## config.mk

```make
export PLATFORM = sky130hd
export DESIGN_NAME = setClrRegs
export DESIGN_NICKNAME = d
export VERILOG_FILES = /design/src/rtl/spriPkg.sv /design/src/rtl/spriCtrl.sv /design/src/rtl/spriDatapath.sv /design/src/rtl/setClrRegs.sv
export SDC_FILE = /design/constraint.sdc
export NUM_CORES = 1
export LEC_CHECK = 0
export ABC_AREA = 0
export BUFFER_PORTS_ARGS = -buffer_cell sky130_fd_sc_hd__buf_2
export CAP_MARGIN = 15
export CELL_PAD_IN_SITES_DETAIL_PLACEMENT = 0
export CELL_PAD_IN_SITES_GLOBAL_PLACEMENT = 1
export CORE_MARGIN = 2
export CORE_UTILIZATION = 38
export DETAILED_ROUTE_END_ITERATION = 6
export HOLD_SLACK_MARGIN = 0.12
export PLACE_DENSITY = 0.87
export SLEW_MARGIN = 20
export SYNTH_ARGS = -nofsm -noshare
export SYNTH_HDL_FRONTEND = slang
export SYNTH_SLANG_ARGS = --single-unit
```

## constraint.sdc

```tcl
create_clock -name clk -period 2.2 [get_ports clk]
set_clock_uncertainty 0.2 [all_clocks]
set_input_delay 0.22 -clock clk [delete_from_list [all_inputs] [get_ports clk]]
set_output_delay 0.22 -clock clk [all_outputs]
set_load 0.01 [all_outputs]
```

## src/rtl/spriPkg.sv

```systemverilog
package spriPkg;
  typedef enum logic [3:0] {
    RID_CTRL  = 4'd0,
    RID_MODE  = 4'd1,
    RID_SET   = 4'd2,
    RID_CLR   = 4'd3,
    RID_FLAGS = 4'd4,
    RID_IEN   = 4'd5,
    RID_IDIS  = 4'd6,
    RID_IMASK = 4'd7,
    RID_STAT  = 4'd8,
    RID_DATA  = 4'd9,
    RID_NONE  = 4'd15
  } regId_e;

  typedef struct packed {
    logic   wrCmd;
    logic   wrMode;
    logic   wrSet;
    logic   wrClr;
    logic   wrIrqSet;
    logic   wrIrqClr;
    logic   wrData;
    regId_e rdSel;
  } regStrobe_t;
endpackage

```

## src/rtl/spriCtrl.sv

```systemverilog
module spriCtrl
  import spriPkg::*;
#(
  parameter int ADDR_W = 8
) (
  input  logic              busSel,
  input  logic              busWrite,
  input  logic [ADDR_W-1:0] busAddr,
  output regStrobe_t        strobe
);
  localparam int IDX_W = ADDR_W - 2;

  logic [IDX_W-1:0] wordIdx;
  regId_e           target;
  logic             unusedAddrLow;
  logic             wrEn;

  // word decode: lowest two address bits never take part
  assign wordIdx       = busAddr[ADDR_W-1:2];
  assign unusedAddrLow = ^busAddr[1:0];
  assign wrEn          = busSel && busWrite;

  always_comb begin
    case (wordIdx)
      IDX_W'(0): target = RID_CTRL;
      IDX_W'(1): target = RID_MODE;
      IDX_W'(2): target = RID_SET;
      IDX_W'(3): target = RID_CLR;
      IDX_W'(4): target = RID_FLAGS;
      IDX_W'(5): target = RID_IEN;
      IDX_W'(6): target = RID_IDIS;
      IDX_W'(7): target = RID_IMASK;
      IDX_W'(8): target = RID_STAT;
      IDX_W'(9): target = RID_DATA;
      default:   target = RID_NONE;
    endcase
  end

  always_comb begin
    strobe          = '0;
    strobe.rdSel    = (busSel && !busWrite) ? target : RID_NONE;
    strobe.wrCmd    = wrEn && (target == RID_CTRL);
    strobe.wrMode   = wrEn && (target == RID_MODE);
    strobe.wrSet    = wrEn && (target == RID_SET);
    strobe.wrClr    = wrEn && (target == RID_CLR);
    strobe.wrIrqSet = wrEn && (target == RID_IEN);
    strobe.wrIrqClr = wrEn && (target == RID_IDIS);
    strobe.wrData   = wrEn && (target == RID_DATA);
  end
endmodule

```

## src/rtl/spriDatapath.sv

```systemverilog
module spriDatapath
  import spriPkg::*;
#(
  parameter int CMD_W  = 4,
  parameter int MODE_W = 8,
  parameter int FLAG_W = 8,
  parameter int STAT_W = 8,
  parameter int DATA_W = 16
) (
  input  logic              clk,
  input  logic              rstN,
  input  regStrobe_t        strobe,
  input  logic [31:0]       busWdata,
  input  logic [STAT_W-1:0] statusIn,
  output logic [31:0]       busRdata,
  output logic [CMD_W-1:0]  cmdPulse,
  output logic [MODE_W-1:0] modeOut,
  output logic [FLAG_W-1:0] flagsOut,
  output logic [STAT_W-1:0] maskVec,
  output logic [DATA_W-1:0] dataOut,
  output logic              irq
);
  logic [CMD_W-1:0]  cmdQ;
  logic [MODE_W-1:0] modeQ;
  logic [FLAG_W-1:0] flagQ;
  logic [STAT_W-1:0] maskQ;
  logic [DATA_W-1:0] dataQ;
  logic              irqQ;
  logic              unusedWdata;

  assign unusedWdata = ^busWdata;

  // command strobes live for one cycle only
  always_ff @(posedge clk or negedge rstN) begin
    if (!rstN)              cmdQ <= '0;
    else if (strobe.wrCmd)  cmdQ <= busWdata[CMD_W-1:0];
    else                    cmdQ <= '0;
  end

  always_ff @(posedge clk or negedge rstN) begin
    if (!rstN)              modeQ <= '0;
    else if (strobe.wrMode) modeQ <= busWdata[MODE_W-1:0];
  end

  always_ff @(posedge clk or negedge rstN) begin
    if (!rstN)              dataQ <= '0;
    else if (strobe.wrData) dataQ <= busWdata[DATA_W-1:0];
  end

  // set/clear fields: ones act, zeros leave bits alone
  always_ff @(posedge clk or negedge rstN) begin
    if (!rstN)             flagQ <= '0;
    else if (strobe.wrSet) flagQ <= flagQ | busWdata[FLAG_W-1:0];
    else if (strobe.wrClr) flagQ <= flagQ & ~busWdata[FLAG_W-1:0];
  end

  always_ff @(posedge clk or negedge rstN) begin
    if (!rstN)                maskQ <= '0;
    else if (strobe.wrIrqSet) maskQ <= maskQ | busWdata[STAT_W-1:0];
    else if (strobe.wrIrqClr) maskQ <= maskQ & ~busWdata[STAT_W-1:0];
  end

  // AND each status bit with its mask, OR the result, register it
  always_ff @(posedge clk or negedge rstN) begin
    if (!rstN) irqQ <= 1'b0;
    else       irqQ <= |(statusIn & maskQ);
  end

  always_comb begin
    case (strobe.rdSel)
      RID_MODE:  busRdata = 32'(modeQ);
      RID_FLAGS: busRdata = 32'(flagQ);
      RID_IMASK: busRdata = 32'(maskQ);
      RID_STAT:  busRdata = 32'(statusIn);
      RID_DATA:  busRdata = 32'(dataQ);
      default:   busRdata = '0;
    endcase
  end

  assign cmdPulse = cmdQ;
  assign modeOut  = modeQ;
  assign flagsOut = flagQ;
  assign maskVec  = maskQ;
  assign dataOut  = dataQ;
  assign irq      = irqQ;
endmodule

```

## src/rtl/setClrRegs.sv

```systemverilog
module setClrRegs
  import spriPkg::*;
#(
  parameter int ADDR_W = 8,
  parameter int CMD_W  = 4,
  parameter int MODE_W = 8,
  parameter int FLAG_W = 8,
  parameter int STAT_W = 8,
  parameter int DATA_W = 16
) (
  input  logic              clk,
  input  logic              rstN,
  input  logic              busSel,
  input  logic              busWrite,
  input  logic [ADDR_W-1:0] busAddr,
  input  logic [31:0]       busWdata,
  output logic [31:0]       busRdata,
  input  logic [STAT_W-1:0] statusIn,
  output logic [CMD_W-1:0]  cmdPulse,
  output logic [MODE_W-1:0] modeOut,
  output logic [FLAG_W-1:0] flagsOut,
  output logic [DATA_W-1:0] dataOut,
  output logic              irq
);
  regStrobe_t        strobe;
  logic [STAT_W-1:0] maskVec;

  spriCtrl #(.ADDR_W(ADDR_W)) ctrl (
    .busSel  (busSel),
    .busWrite(busWrite),
    .busAddr (busAddr),
    .strobe  (strobe)
  );

  spriDatapath #(
    .CMD_W(CMD_W), .MODE_W(MODE_W), .FLAG_W(FLAG_W),
    .STAT_W(STAT_W), .DATA_W(DATA_W)
  ) dp (
    .clk     (clk),
    .rstN    (rstN),
    .strobe  (strobe),
    .busWdata(busWdata),
    .statusIn(statusIn),
    .busRdata(busRdata),
    .cmdPulse(cmdPulse),
    .modeOut (modeOut),
    .flagsOut(flagsOut),
    .maskVec (maskVec),
    .dataOut (dataOut),
    .irq     (irq)
  );
endmodule

```

==> metrics.log, run 1 <==
[metrics] outcome: finished, final reports clean
[metrics] GR Overflow Total: 0
[metrics] Die Area: 0.00729 mm²
[metrics] count of endpoints failing hold in the final timing report: 0
[metrics] IO Pins: 121
[metrics] DRC: 0
[metrics] CTS root buf: sky130_fd_sc_hd__clkbuf_8
[metrics] hold buffers post-CTS: 25
[metrics] class of the worst hold path: in -> async
[metrics] netlist area before placement: roughly 0.0025 mm²
[metrics] most utilized layer in the global route result: met2
[metrics] dominant synthesized flop cell: sky130_fd_sc_hd__dfrtp_1
[metrics] Tcrit/Tclk final: between 90% and 100%
[metrics] utilization after layout: 52.8%
[metrics] horizontal die dimension: roughly 85 µm
[metrics] startpoint type of the worst setup path: input port
[metrics] detailed-routing iteration count for the pre-antenna-repair pass: 4
[metrics] required time at the worst-slack endpoint: 1780 ps
[metrics] Routed Antenna Nets: 0
[metrics] minimum clock period: just over 2000 ps
[metrics] clock buffer depth: 2
[metrics] register bit total from synthesis: 45
[metrics] total power density per cell area: about 570 mW/mm²
[metrics] area growth from synthesis to final layout: 33.9%
[metrics] core area: 0.00639 mm²
[metrics] leakage power total: roughly 1.8 nW
[metrics] final setup TNS: 0 ps
[metrics] highest attainable clock frequency: between 0.4 and 0.5 GHz
[metrics] number of antenna violations at the first check in global routing: 0
[metrics] Tot Pwr: around 1.9 mW
[metrics] number of global-route vias before repair: about 2k
[metrics] global routing usage on met3: approximately 4%
[metrics] maximum number of pins on one net before global-route repair: 23
[metrics] gp weighted congestion: about 0.8
[metrics] row count: 29
[metrics] met1 track utilization from global routing: about a quarter
[metrics] number of sinks on the clock net: 45
[metrics] Pint: approximately 1.4 mW
[metrics] worst rel slew slack: about two thirds
[metrics] dpl ws: about 240 ps
[metrics] power dissipated by switching net loads: 498 µW
[metrics] y dimension of the die: between 80 and 90 µm
[metrics] net switching fraction of the power: between 20% and 30%
[metrics] combinational cell fraction of total power: 17.4%
[metrics] overall fraction of global-route tracks in use: approximately a fifth
[metrics] EDFF count, synth: 0
[metrics] Clock power frac: 34.5%
[metrics] hold slack: approximately 200 ps
[metrics] nature of the critical path endpoint: output port
[metrics] clock transition at the registers of the reported paths: about 90 ps
[metrics] number of DRC markers after the initial detailed-route iteration: 86
[metrics] Final Worst Setup Slack: between 150 and 200 ps
[metrics] HPWL after DPL: 5.03 mm
[metrics] maximum ir drop on the vdd rail: approximately 0.4 mV
[metrics] n_diodes: 0
[metrics] arrival time of the worst setup path: 1600 ps
[metrics] IO buf count: 86
[metrics] wire length per cell: 17.1 µm
[metrics] TritonCTS clock tree: yes
[metrics] GR Layer Usage met2: between 30% and 40%
[metrics] initial core utilization: roughly two fifths
[metrics] mean number of vias per cell: approximately 5.3
[metrics] proportion of layout cells with a drive suffix above 1: 47.4%
[metrics] buffers inserted during post-CTS setup optimization: 0
[metrics] setup repair after global routing missed its margin: no
[metrics] global-route wire length before repair: 10.7 mm
[metrics] number of CTS-inserted buffers: 5
[metrics] number of H-tree levels: 2
[metrics] sequential fraction of the synthesis area: 44.7%
[metrics] Synth async-reset ratio: 100%
[metrics] count of max-cap constraint violations: 0
[metrics] sequential share of power: between 40% and 50%
[metrics] number of library cell types mapped by synthesis: 30
[metrics] max-slew violations: 0
[metrics] final layout net count: 376
[metrics] DRT Wirelength: 6.89 mm
[metrics] number of setup violations in the final report: 0
[metrics] clock network latency to the later pin of the worst-skew pair: 310 ps
[metrics] Mapped Avg Cell Area: between 10 and 15 µm²
[metrics] total number of vias: 2130
[metrics] worst-path fanout max: 2
[metrics] number of cells produced by synthesis: around 210
[metrics] Crit Path Class: in -> out
[metrics] worst setup slack for register-to-register paths: about 580 ps
[metrics] Resize count post-CTS: 0
[metrics] slew at the pin with the worst max-slew slack: just over 500 ps
[metrics] yosys warns: 0
## per-layer routing
layer | vias up | routed length [µm]
met2 | 80 | 3360
met3 | 7 | 405
li1 | 987 | -
met4 | 0 | 103
met5 | - | 0
met1 | 1056 | 3020
## cell usage after synthesis, types with 2 or more instances
cell	count	area (µm²)
sky130_fd_sc_hd__buf_2	4	20.0
sky130_fd_sc_hd__o211ai_1	8	60.1
sky130_fd_sc_hd__nand4_1	17	106
sky130_fd_sc_hd__nand3_1	16	80.1
sky130_fd_sc_hd__buf_1	6	22.5
sky130_fd_sc_hd__a22oi_1	12	90.1
sky130_fd_sc_hd__dfrtp_1	45	1130
sky130_fd_sc_hd__and2_1	14	87.6
sky130_fd_sc_hd__buf_4	17	128
sky130_fd_sc_hd__nor4b_4	2	47.6
sky130_fd_sc_hd__and4b_1	3	30.0
sky130_fd_sc_hd__mux2_2	30	338
sky130_fd_sc_hd__mux2_4	10	150
sky130_fd_sc_hd__a22o_1	8	70.1
## layout make-up
cell class                 instances  area, µm²
tap                               77       96.3
clock buffer                       7       86.3
clock inverter                     1       30.0
timing repair buffer             123        771
multi-input combinational        149       1260
fill                             592       3010
sequential                        45       1130
## power by group through the flow
stage | Combinational (mW) | Clock [mW] | Sequential [mW]
floorplan | 0.154 | 0 | 0.952
global placement | 0.290 | 0 | 0.934
detailed placement | 0.296 | 0 | 0.938
CTS | 0.335 | 0.670 | 0.921
global route | 0.362 | 0.709 | 0.930
finish | 0.334 | 0.663 | 0.922
## worst paths after layout
| path | start | to | cells past startpoint |
|---|---|---|---|
| min in group clk | busAddr[3] | flop | 3 |
| worst min-delay path | rstN | dp.modeOut[1] | 2 |
| worst min register to register | dp.dataOut[10] | dp.dataOut[10] | 1 |
| worst max register to register | flop | dp.irq | 3 |
| worst max-delay path | statusIn[7] | busRdata[7] | 6 |
| max in group asynchronous | rstN | async pin | 3 |
## cell families after synthesis
logic type / count (synthesis) / synth area share (%)
other cells: 1 / 0.149
simple gates: 64 / 19.4
compound gates: 29 / 8.95
flops: 45 / 44.7
buf+inv: 29 / 7.36
mux: 40 / 19.4
## layout by cell type, fill, tap and decap left out, drive strengths merged
master,instances
buf,98
dfrtp,45
mux2,40
dlygate4sd3,25
nand4,17
nand3,17
conb,16
and2,14
a22oi,12
o211ai,8
a22o,8
clkbuf,7
and4b,3
nor4b,2
or4b,1
nor3b,1
nor4,1
nor4bb,1
nor2,1
and4bb,1
and3,1
and2b,1
o21ai,1
nor3,1
nand4b,1
and3b,1
bufinv,1
## worst max-delay path, cell delays in order
cell,delay [ps]
sky130_fd_sc_hd__dlygate4sd3_1,560
sky130_fd_sc_hd__buf_2,130
sky130_fd_sc_hd__mux2_2,250
sky130_fd_sc_hd__a22oi_1,160
sky130_fd_sc_hd__o211ai_1,110
sky130_fd_sc_hd__buf_2,160
## per-stage QoR
| step | cell area [µm²] | cells |
|---|---|---|
| finish | 3370 | 402 |
| floorplan | 2570 | 223 |
| global placement | 3010 | 369 |
| global route | 3370 | 402 |
| detailed placement | 3010 | 369 |
| CTS | 3370 | 402 |
Note: power is estimated with default switching activity, not from simulation.
==> run 2: changes to the inputs <==
- CORE_ASPECT_RATIO: default -> 0.5
==> run 2 against run 1 <==
  * Combinational power hardly changed
  * Register-to-register slack worse by 40 ps
  * First-iteration DRC count is 23% higher
  * Non-clock buffer count is 4 lower
  * Largest power group unchanged
  * Critical path depth stayed put
  * Clock power is 9.4% higher
  * Core utilization is 1.4 points higher
  * Global-route usage is 0.24 points higher
  * Worst setup slack worse by 6.9 ps
  * Sequential power hardly changed
  * Critical path type unchanged
  * Sequential cell count stayed put
==> metrics.log, run 2 (same netlist as run 1, synthesis figures left out) <==
[metrics] count of fill cells added during filler insertion: 535 (-9.6%)
[metrics] area growth from synthesis to final layout: 34.2%
[metrics] Final Worst Setup Slack: 173 ps (-6.93 ps)
[metrics] y dimension of the die: 61.6 µm (-28%)
[metrics] IO buf count: 86 (unchanged)
[metrics] number of CTS-inserted buffers: 5 (unchanged)
[metrics] proportion of layout cells with a drive suffix above 1: 46.4% (-0.97 points)
[metrics] multi-input gate area in the final layout: 0.00126 mm² (unchanged)
[metrics] number of antenna violations at the first check in global routing: 0 (unchanged)
[metrics] worst-path fanout max: 2 (unchanged)
[metrics] arrival time of the worst setup path: 1610 ps (about the same)
[metrics] Crit Path Class: in -> out
[metrics] maximum ir drop on the vdd rail: 0.302 mV (-26%)
[metrics] clock transition at the registers of the reported paths: 60 ps (-30 ps)
[metrics] nature of the critical path endpoint: output port
[metrics] number of global-route vias before repair: 2066 (+3.5%)
[metrics] number of H-tree levels: 2 (unchanged)
[metrics] number of sinks on the clock net: 45 (unchanged)
[metrics] minimum clock period: 2030 ps (+6.93 ps)
[metrics] final layout net count: 372 (-1.1%)
[metrics] Tcrit/Tclk final: 92.1% (+0.32 points)
[metrics] count of endpoints failing hold in the final timing report: 0 (unchanged)
[metrics] overall fraction of global-route tracks in use: 19.3% (+0.24 points)
[metrics] max-slew violations: 0 (unchanged)
[metrics] final setup TNS: 0 ps (unchanged)
[metrics] clock buffer depth: 2 (unchanged)
[metrics] global-route wire length before repair: 10.7 mm (-0.58%)
[metrics] hold slack: 241 ps (+40.9 ps)
[metrics] GR Overflow Total: 0 (unchanged)
[metrics] total number of vias: 2132 (+0.094%)
[metrics] horizontal die dimension: 119 µm (+39%)
[metrics] slew at the pin with the worst max-slew slack: 823 ps (+316 ps)
[metrics] detailed-routing iteration count for the pre-antenna-repair pass: 4 (unchanged)
[metrics] most common cell after layout, fill and taps aside: sky130_fd_sc_hd__buf_2
[metrics] gp weighted congestion: 0.817 (+2.2%)
[metrics] Die Area: 0.00733 mm² (+0.55%)
[metrics] leakage power total: 1.75 nW (-0.86%)
[metrics] HPWL after DPL: 4.92 mm (-2.3%)
[metrics] leading cell types in the layout, fill and taps excluded: sky130_fd_sc_hd__buf_2, sky130_fd_sc_hd__dfrtp_1, sky130_fd_sc_hd__mux2_2, sky130_fd_sc_hd__dlygate4sd3_1, sky130_fd_sc_hd__nand4_1
[metrics] highest attainable clock frequency: 0.493 GHz (-0.34%)
[metrics] mean number of vias per cell: 5.21 (-1.6%)
[metrics] required time at the worst-slack endpoint: 1780 ps (about the same)
[metrics] clock network latency to the later pin of the worst-skew pair: 280 ps (-30 ps)
[metrics] initial core utilization: 40.4% (+0.98 points)
[metrics] number of DRC markers after the initial detailed-route iteration: 106 (+23%)
[metrics] DRT Wirelength: 6.76 mm (-2.0%)
[metrics] wire length per cell: 16.5 µm (-3.7%)
[metrics] class of the worst hold path: in -> reg
[metrics] DRC: 0 (unchanged)
[metrics] CTS root buf: sky130_fd_sc_hd__clkbuf_16
[metrics] TritonCTS clock tree: yes
[metrics] total power density per cell area: 586 mW/mm² (+3.0%)
[metrics] dpl ws: 169 ps (-69.6 ps)
[metrics] summed area of non-filler cells in the final layout: 0.00338 mm² (+0.22%)
[metrics] row count: 20 (-31%)
[metrics] startpoint type of the worst setup path: input port
[metrics] outcome: finished, final reports clean
[metrics] setup repair after global routing missed its margin: no
[metrics] buffers inserted during post-CTS setup optimization: 0 (unchanged)
[metrics] core area: 0.00623 mm² (-2.4%)
[metrics] Routed Antenna Nets: 0 (unchanged)
[metrics] Cell Area, Placed: 0.00299 mm² (-0.54%)
[metrics] count of max-cap constraint violations: 0 (unchanged)
[metrics] sequential cell area in the final layout: 0.00113 mm² (unchanged)
[metrics] number of setup violations in the final report: 0 (unchanged)
[metrics] maximum number of pins on one net before global-route repair: 38 (+65%)
[metrics] n_diodes: 0 (unchanged)
[metrics] IO Pins: 121 (unchanged)
[metrics] worst rel slew slack: 45.1% (-21 points)
-- run 2: cell types whose count changed in the layout (fill, tap and decap cells not counted) --
cell	previous run	this run
sky130_fd_sc_hd__clkbuf_16	0	5
sky130_fd_sc_hd__clkbuf_8	6	0
sky130_fd_sc_hd__buf_4	12	8
sky130_fd_sc_hd__clkbuf_1	1	2
sky130_fd_sc_hd__bufinv_16	1	0
sky130_fd_sc_hd__clkinvlp_4	0	1
-- run 2: through the flow --
| step | util, % | cells | power (mW) |
|---|---|---|---|
| after CTS | 54.2 | 409 | 1.99 |
| after global placement | 48.0 | 376 | 1.22 |
| after detailed placement | 48.0 | 376 | 1.23 |
| after floorplan | - | 223 | 1.11 |
| after global routing | 54.2 | 409 | 2.06 |
| final | 54.2 | 409 | 1.98 |
-- run 2: worst paths after layout --
| check | from | endpoint | slack [ps] | cells past startpoint |
|---|---|---|---|---|
| worst min-delay path | busAddr[3] | flop | 240 | 3 |
| worst max-delay path | statusIn[2] | busRdata[2] | 170 | 6 |
| worst max register to register | flop | dp.irq | 540 | 3 |
| worst min register to register | dp.dataOut[15] | dp.dataOut[15] | 330 | 1 |
| min in group asynchronous | rstN | dp.dataOut[1] | 370 | 2 |
| max in group asynchronous | rstN | dp.dataOut[9] | 800 | 3 |
-- run 2: timing repair --
action / CTS / global route
endpoints found under the hold margin: 72 / 0
hold buffers: 25 / 0
resized for setup: 0 / 0
-- run 2: power breakdown --
part / internal [mW] / total, mW / switching (mW)
clock: 0.422 / 0.725 / 0.304
sequential: 0.883 / 0.924 / 0.0408
combinational: 0.165 / 0.331 / 0.166
-- run 2: layout make-up --
class / instances / area share [%]
repair buffers: 119 / 21.9
clock inverters: 1 / 0.222
multi-input cells: 149 / 37.4
well taps: 88 / 3.26
clock buffers: 7 / 3.92
flip-flops and latches: 45 / 33.3
-- run 2: critical path, cell delays in order --
cell and delay, ps:
sky130_fd_sc_hd__dlygate4sd3_1 530, sky130_fd_sc_hd__buf_2 130, sky130_fd_sc_hd__mux2_2 250, sky130_fd_sc_hd__a22oi_1 190, sky130_fd_sc_hd__o211ai_1 120, sky130_fd_sc_hd__buf_2 160
-- run 2: layer usage --
metal	share of wire, %	vias up	track usage (%)
li1	-	984	-
met1	42	1045	24.4
met2	51	97	34.4
met3	6.4	6	4.07
met4	0.77	0	5.61
met5	0	-	0
